===== config.mk =====
export PLATFORM = sky130hd
export DESIGN_NAME = edac_rmw_ctl
export DESIGN_NICKNAME = d
export VERILOG_FILES = /design/src/rtl/edac_rmw_pkg.sv /design/src/rtl/edac_in_latch.sv /design/src/rtl/edac_out_latch.sv /design/src/rtl/edac_byte_merge.sv /design/src/rtl/edac_rmw_ctl.sv
export SDC_FILE = /design/constraint.sdc
export NUM_CORES = 1
export LEC_CHECK = 0
export BUFFER_PORTS_ARGS = -buffer_cell sky130_fd_sc_hd__clkbuf_2
export CAP_MARGIN = 20
export CORE_MARGIN = 3
export CORE_UTILIZATION = 35
export CTS_BUF_LIST = sky130_fd_sc_hd__clkbuf_4 sky130_fd_sc_hd__clkbuf_8
export DETAILED_ROUTE_END_ITERATION = 8
export PLACE_DENSITY = 0.66
export RECOVER_POWER = 100
export SYNTH_ARGS = -nofsm -noshare
export SYNTH_HDL_FRONTEND = slang
export SYNTH_SLANG_ARGS = --single-unit

===== constraint.sdc =====
create_clock -name clk -period 2.63 [get_ports clk]
set_input_delay 0.263 -clock clk [delete_from_list [all_inputs] [get_ports clk]]
set_output_delay 0.263 -clock clk [all_outputs]
set_load 0.03 [all_outputs]

===== src/rtl/edac_rmw_pkg.sv =====
package edac_rmw_pkg;

    typedef enum logic [1:0] {
        MODE_GEN   = 2'b00,
        MODE_RFLAG = 2'b01,
        MODE_RCORR = 2'b10,
        MODE_DIAG  = 2'b11
    } edac_mode_e;

    typedef struct packed {
        logic single;
        logic multi;
    } edac_flags_t;

    function automatic logic mode_is_read(edac_mode_e m);
        return (m == MODE_RFLAG) || (m == MODE_RCORR);
    endfunction

endpackage


===== src/rtl/edac_in_latch.sv =====
module edac_in_latch #(
    parameter int DATA_W = 32,
    parameter int CHK_W  = 7
) (
    input  logic              clk,
    input  logic              rst,
    input  logic              load,
    input  logic [DATA_W-1:0] d_in,
    input  logic [CHK_W-1:0]  c_in,
    output logic [DATA_W-1:0] d_q,
    output logic [CHK_W-1:0]  c_q
);
    always_ff @(posedge clk) begin
        if (rst) begin
            d_q <= '0;
            c_q <= '0;
        end else if (load) begin
            d_q <= d_in;
            c_q <= c_in;
        end
    end
endmodule


===== src/rtl/edac_out_latch.sv =====
module edac_out_latch #(
    parameter int DATA_W = 32
) (
    input  logic              clk,
    input  logic              rst,
    input  logic              load,
    input  logic [DATA_W-1:0] fixed,
    input  logic              multi,
    output logic [DATA_W-1:0] d_q,
    output logic              sticky_q
);
    always_ff @(posedge clk) begin
        if (rst) begin
            d_q      <= '0;
            sticky_q <= 1'b0;
        end else if (load) begin
            d_q      <= fixed;
            sticky_q <= multi;
        end
    end
endmodule


===== src/rtl/edac_byte_merge.sv =====
module edac_byte_merge #(
    parameter int DATA_W = 32,
    parameter int BYTE_W = 8,
    localparam int NBYTES = DATA_W / BYTE_W
) (
    input  logic [DATA_W-1:0] held,
    input  logic [DATA_W-1:0] repl,
    input  logic [NBYTES-1:0] keep,
    output logic [DATA_W-1:0] merged
);
    for (genvar b = 0; b < NBYTES; b++) begin : g_lane
        assign merged[b*BYTE_W +: BYTE_W] =
            keep[b] ? held[b*BYTE_W +: BYTE_W] : repl[b*BYTE_W +: BYTE_W];
    end
endmodule


===== src/rtl/edac_rmw_ctl.sv =====
module edac_rmw_ctl
    import edac_rmw_pkg::*;
#(
    parameter int DATA_W = 32,
    parameter int BYTE_W = 8,
    parameter int CHK_W  = 7,
    localparam int NBYTES = DATA_W / BYTE_W
) (
    input  logic              clk,
    input  logic              rst,
    input  logic [1:0]        mode,
    input  logic              olat_en,
    input  logic [NBYTES-1:0] byte_oe,
    input  logic              wr_req,
    input  logic [DATA_W-1:0] mem_dat,
    input  logic [CHK_W-1:0]  mem_chk,
    input  logic [DATA_W-1:0] new_dat,
    input  logic [CHK_W-1:0]  cdc_syn,
    input  logic              cdc_single,
    input  logic              cdc_multi,
    input  logic [DATA_W-1:0] cdc_fixed,
    input  logic [CHK_W-1:0]  cdc_gen,
    output logic [DATA_W-1:0] codec_dat,
    output logic [CHK_W-1:0]  codec_chk,
    output logic [DATA_W-1:0] dout,
    output logic [NBYTES-1:0] dout_en,
    output logic [CHK_W-1:0]  chk_out,
    output logic              err_single,
    output logic              err_multi,
    output logic [DATA_W-1:0] wr_dat,
    output logic [CHK_W-1:0]  wr_chk,
    output logic              wr_stb
);
    edac_mode_e          md;
    logic                rd_mode;
    logic                in_load;
    logic                olat_load;
    logic [DATA_W-1:0]   in_d;
    logic [CHK_W-1:0]    in_c;
    logic [DATA_W-1:0]   olat_d;
    logic                sticky;
    logic [DATA_W-1:0]   merged;
    edac_flags_t         flags;

    assign md        = edac_mode_e'(mode);
    assign rd_mode   = mode_is_read(md);
    assign in_load   = (md == MODE_RFLAG);
    assign olat_load = (md == MODE_RCORR) && olat_en;

    edac_in_latch #(.DATA_W(DATA_W), .CHK_W(CHK_W)) u_in (
        .clk(clk), .rst(rst), .load(in_load),
        .d_in(mem_dat), .c_in(mem_chk), .d_q(in_d), .c_q(in_c)
    );

    edac_out_latch #(.DATA_W(DATA_W)) u_out (
        .clk(clk), .rst(rst), .load(olat_load),
        .fixed(cdc_fixed), .multi(cdc_multi), .d_q(olat_d), .sticky_q(sticky)
    );

    edac_byte_merge #(.DATA_W(DATA_W), .BYTE_W(BYTE_W)) u_merge (
        .held(olat_d), .repl(new_dat), .keep(byte_oe), .merged(merged)
    );

    always_comb begin
        flags.single = rd_mode & cdc_single;
        flags.multi  = rd_mode & cdc_multi;
    end
    assign err_single = flags.single;
    assign err_multi  = flags.multi;

    always_comb begin
        codec_dat = in_d;
        codec_chk = in_c;
        dout      = olat_d;
        chk_out   = cdc_syn;
        dout_en   = byte_oe;
        wr_dat    = '0;
        wr_chk    = '0;
        wr_stb    = 1'b0;
        case (md)
            MODE_GEN: begin
                codec_dat = merged;
                codec_chk = '0;
                dout      = '0;
                chk_out   = cdc_gen;
                dout_en   = '0;
                wr_dat    = merged;
                wr_chk    = cdc_gen;
                wr_stb    = wr_req & ~sticky;
            end
            MODE_DIAG: begin
                dout    = in_d;
                chk_out = in_c;
            end
            default: ;
        endcase
    end
endmodule


# ---- Word-level counts from Yosys, hierarchy flattened
# Index checks and enable logic that the tools add are counted.
dict set report op_classes {
  n_eq_ne 3
  n_mux 12
  bitwise 4
  reduce_logical 3
}
# operator n
set op_table {}
lappend op_table {{32-bit 2-to-1 mux} 2}
lappend op_table {{32-bit case mux with 2 select lines} 1}
lappend op_table {{8-bit 2-to-1 mux} 4}
lappend op_table {{7-bit 2-to-1 mux} 2}
lappend op_table {{7-bit case mux with 2 select lines} 1}
lappend op_table {{2-bit equality test, second input constant} 2}
lappend op_table {{4-bit 2-to-1 mux} 1}
lappend op_table {{1-bit bitwise AND} 3}
lappend op_table {{2-bit by 1-bit equality test with 1-bit output, second input constant} 1}
lappend op_table {{2-bit logical NOT} 1}
lappend op_table {{1-bit logical AND} 1}
lappend op_table {{1-bit logical OR} 1}
lappend op_table {{1-bit 2-to-1 mux} 1}
lappend op_table {{1-bit NOT} 1}
dict set report word_totals {
  reg_bits 72
}

# ---- Longest topological paths before layout
dict set report depth {
  depth_word 3
  ltp_mapped 7
  mapped_depth_nobuf 4
}

# ---- Modules after synthesis
# From an unflattened synthesis, not the netlist that was laid out.
dict set report unflattened {
  cells_unflattened 436
  area_unflattened_um2 4458.0
}
# module n_inst cells_per_inst area_each_um2 seq_area_each_um2
set modules_own_cells {}
lappend modules_own_cells {edac_in_latch 1 126 1400.1 780.7}
lappend modules_own_cells {edac_rmw_ctl 1 167 1330.0 0.0}
lappend modules_own_cells {edac_out_latch 1 107 1202.4 660.6}
lappend modules_own_cells {edac_byte_merge 1 36 525.5 0.0}

# ---- Worst setup path before layout
# Ideal clock, no wire load.
dict set report synth_timing {
  path_kind {input-to-output}
  start {input mode[0]}
  end {output chk_out[0]}
  arrival_ns 1.593
  t_required_ns 2.367
  setup_slack_ns 0.774
  path_stages 5
  n_path_buf 2
  path_cell_list {inv_1 > ha_1 > buf_2 > clkbuf_1 > o21ai_0}
}
dict set report synth_via {
  elab_chain_len 2
  elab_cells_between_ends 3
  classes_between {1 x eq/ne; 1 x mux; 1 x reduce/logical}
}
# item line_no
set synth_lines {}
lappend synth_lines {{from (decl)} edac_rmw_ctl.sv:11} ;# input logic [1:0] mode,
lappend synth_lines {{2-bit equality test or 2-bit logical NOT (tied branches)} edac_rmw_ctl.sv:80} ;# case (md)
lappend synth_lines {{7-bit case mux with 2 select lines (*)} edac_rmw_ctl.sv:80}
lappend synth_lines {{to (decl)} edac_rmw_ctl.sv:27} ;# output logic [CHK_W-1:0] chk_out,
# Every way passes the cells marked *; elsewhere a longest branch is shown, timed or not.

# ---- Final worst setup path
dict set report layout_timing {
  start {input mode[1]}
  end {output dout[22]}
}
dict set report layout_via {
  elab_chain_len 2
  elab_cells_between_ends 3
  classes_between {1 x eq/ne; 1 x mux; 1 x reduce/logical}
}
# item line_no
set layout_lines {}
lappend layout_lines {{2-bit equality test or 2-bit logical NOT (tied branches)} edac_rmw_ctl.sv:80}
lappend layout_lines {{32-bit case mux with 2 select lines (*)} edac_rmw_ctl.sv:80}
lappend layout_lines {{to (decl)} edac_rmw_ctl.sv:25} ;# output logic [DATA_W-1:0] dout,
# Marks and branches as above.

==> metrics.csv <==
metric,value,unit
status,finished with violations,
violations,"capacitance limit, slew limit",
cts_max_level,3,
crit_fanout,10,
clock_latency,0.34,ns
dr.pass1.iters,6,
worstMarginPinSlew,1.585,ns
finalWirelength,13420,um
layout-drive-gt1-share,23.51,%
clock.fmax,464.1,MHz
vias,4587,
total_power,0.002850,W
dp_hpwl,10170,um
drc_errors,0,
ys_ff_latch,72,
synth_area_leaders,"dfxtp_1, mux2i_1, a21oi_1",
drtIter0Drc,207,
gp_congestion,0.8000,
startpoint_type,input port,
p_comb_share,27.2,%
finalSetupViolations,0,
die_area,14210,um^2
die_h,119.2,um
grt_pass1_wl,21620,um
grt_pass1_vias,4308,
period_needed,2.155,ns
synth_top_area_cell,dfxtp_1,
syn_inst,579,
synth_top_area_share,32.13,%
syn_area_per_cell,7.747,um^2
leakagePower,2.478,nW
antenna_found_initial,0,
slew_headroom,-5.654,%
ys_types,21,
netlist_area,4486,um^2
cts_tree,built,
p_clk_share,31.8,%
cts_setup_buffers,0,
diodes,0,
syn_nets,712,
holdWs,0.1487,ns
critPathRequiredTime,2.37,ns
placementRows,40,
final_max_slew_viol_count,41,
hold_path_class,input port to register,
finalHoldViolCount,0,
crit_path_frequent_cell,clkbuf_1,
initial_core_util,36.58,%
clk_pin_slew,0.07,ns
pwr-share-seq,41.1,%
ioPinCount,253,
wl_per_cell,13.81,um
core,12260,um^2
antenna_left,0,
maxCapViolations,2,
ys_warn_count,0,
period_share,81.92,%
via_per_inst,4.719,
overflow,0,
ys_seq_area_share,32.13,%
cts-root-buf,clkbuf_8,
skew,0,ns
worst_ep_arrival_time,1.89,ns
clockBufferDepth,2,
p_int,0.001892,W
end_kind,output port,
grt_start_max_net_pins,45,
ctsResizeCount,0,
dieWidth,119.2,um
p_per_area,485.5,nW/um^2
worst_path_max_delay_cell,ha_1,
ir_drop,0.3440,mV
num-nets-final,932,
crit_type,input port to output port,
fin_util,47.87,%
grt.total_usage,18.43,%
setup_tns,0,ns
cts_buffers,9,
cts_hold_buf,0,
rsz0062_at_grt,no,
critPathTopFamily,buffers and inverters,
sw_frac_of_total,33.59,%
cpPeakStageDelay,0.48,ns
clock_sinks,72,
path_buf_inv,3,
area_growth,30.85,%
path_cells,clkbuf_1 -> ha_1 -> clkbuf_1 -> nand2_1 -> o21ai_0 -> clkbuf_1,
switching_power,0.0009572,W
io_buffers,252,
==> tightest hold or removal path, stage by stage <==
cell and delay (ns):
clkbuf_2 0.08, nand3_1 0.05, a21oi_1 0.05
==> path summary, 6_finish.rpt <==
| check | end | startpoint | slack, ns | cells after the start |
|---|---|---|---|---|
| worst max-delay path | dout[22] | mode[1] | 0.48 | 6 |
| worst min register to register | u_in.d_q[14] | u_in.d_q[14] | 0.52 | 2 |
| worst min-delay path | u_out.d_q[29] | cdc_fixed[29] | 0.15 | 3 |
| worst max register to register | u_out.d_q[10] | u_out.d_q[10] | 1.83 | 2 |
==> layout make-up <==
class / instances / area [um^2]
clock buffers: 11 / 151.4
clock inverters: 5 / 55.05
fillers: 1313 / 6392
inverters: 2 / 7.507
multi-input cells: 448 / 2708
flip-flops and latches: 72 / 1441
well taps: 168 / 210.2
repair buffers: 266 / 1296
==> power by group through the flow <==
| stage | logic (W) | registers [W] | clock network (W) |
|---|---|---|---|
| 4_1_cts | 0.000806 | 0.00117 | 0.000943 |
| 3_5_place_dp | 0.000803 | 0.00120 | 0 |
| 6_report | 0.000774 | 0.00117 | 0.000905 |
| 5_1_grt | 0.000849 | 0.00118 | 0.000979 |
| 3_3_place_gp | 0.000796 | 0.00120 | 0 |
| 2_1_floorplan | 0.000550 | 0.00118 | 0 |
==> through the flow <==
stage / instance area [um^2] / setup WS (ns) / cells
after floorplan: 4486 / 0.7740 / 579
after global placement: 5816 / 0.7376 / 956
after detailed placement: 5816 / 0.6972 / 956
after CTS: 6022 / 0.6969 / 972
after global routing: 5869 / 0.2656 / 972
final: 5869 / 0.4754 / 972
==> cells in the final DEF, fill, tap and decap left out, types with 9 or more instances in the layout <==
cell type  Yosys  final
and2_1         9      9
a21bo_2       16     16
o21ai_0       37     37
nor2_1        72     72
mux2i_1       71     71
nor2b_1       43     43
clkbuf_1      20    110
dfxtp_1       72     72
nand3_1       33     33
a21oi_1       65     65
a21bo_1       17     17
clkbuf_8       0     11
clkbuf_2       0    145
nand2_1       72     72
==> flip-flops by register name, indices dropped and copies added, names as in the netlist <==
name	cells
u_in.c_q	7
u_in.d_q	32
u_out.d_q	32
u_out.sticky_q	1
==> cell families (layout without fill, tap and decap cells) <==
kind of cell             count (synthesis)  in the layout  synth area share (%)
AND/OR/NAND/NOR                        229            229                 22.98
AO/OA/AOI/OAI                          144            144                 20.14
flip-flops                              72             72                 32.13
multiplexers                            71             71                 15.84
buffers and inverters                   59            284                 7.782
adder cells (fa/ha/maj)                  4              4                 1.116
==> synthesized netlist by cell type <==
cell       n
nand2_1   72
a21bo_2   16
mux2i_1   71
buf_4     11
buf_2     19
nand3_1   33
buf_6      4
nor2b_1   43
buf_12     2
nor2_1    72
a21bo_1   17
buf_1      1
inv_1      2
a22oi_1    7
o21ai_1    2
and2_1     9
dfxtp_1   72
ha_1       4
clkbuf_1  20
a21oi_1   65
o21ai_0   37
==> layer usage <==
metal  vias to the layer above  routed length (um)  global-route usage (%)
li1                       2398                   -                       -
met1                      2031                5833                   22.63
met2                       145                6490                   31.76
met3                        13                 927                   5.176
met4                         0                 170                   4.562
met5                         -                   0                       0
Power figures use the tool's default switching activity.
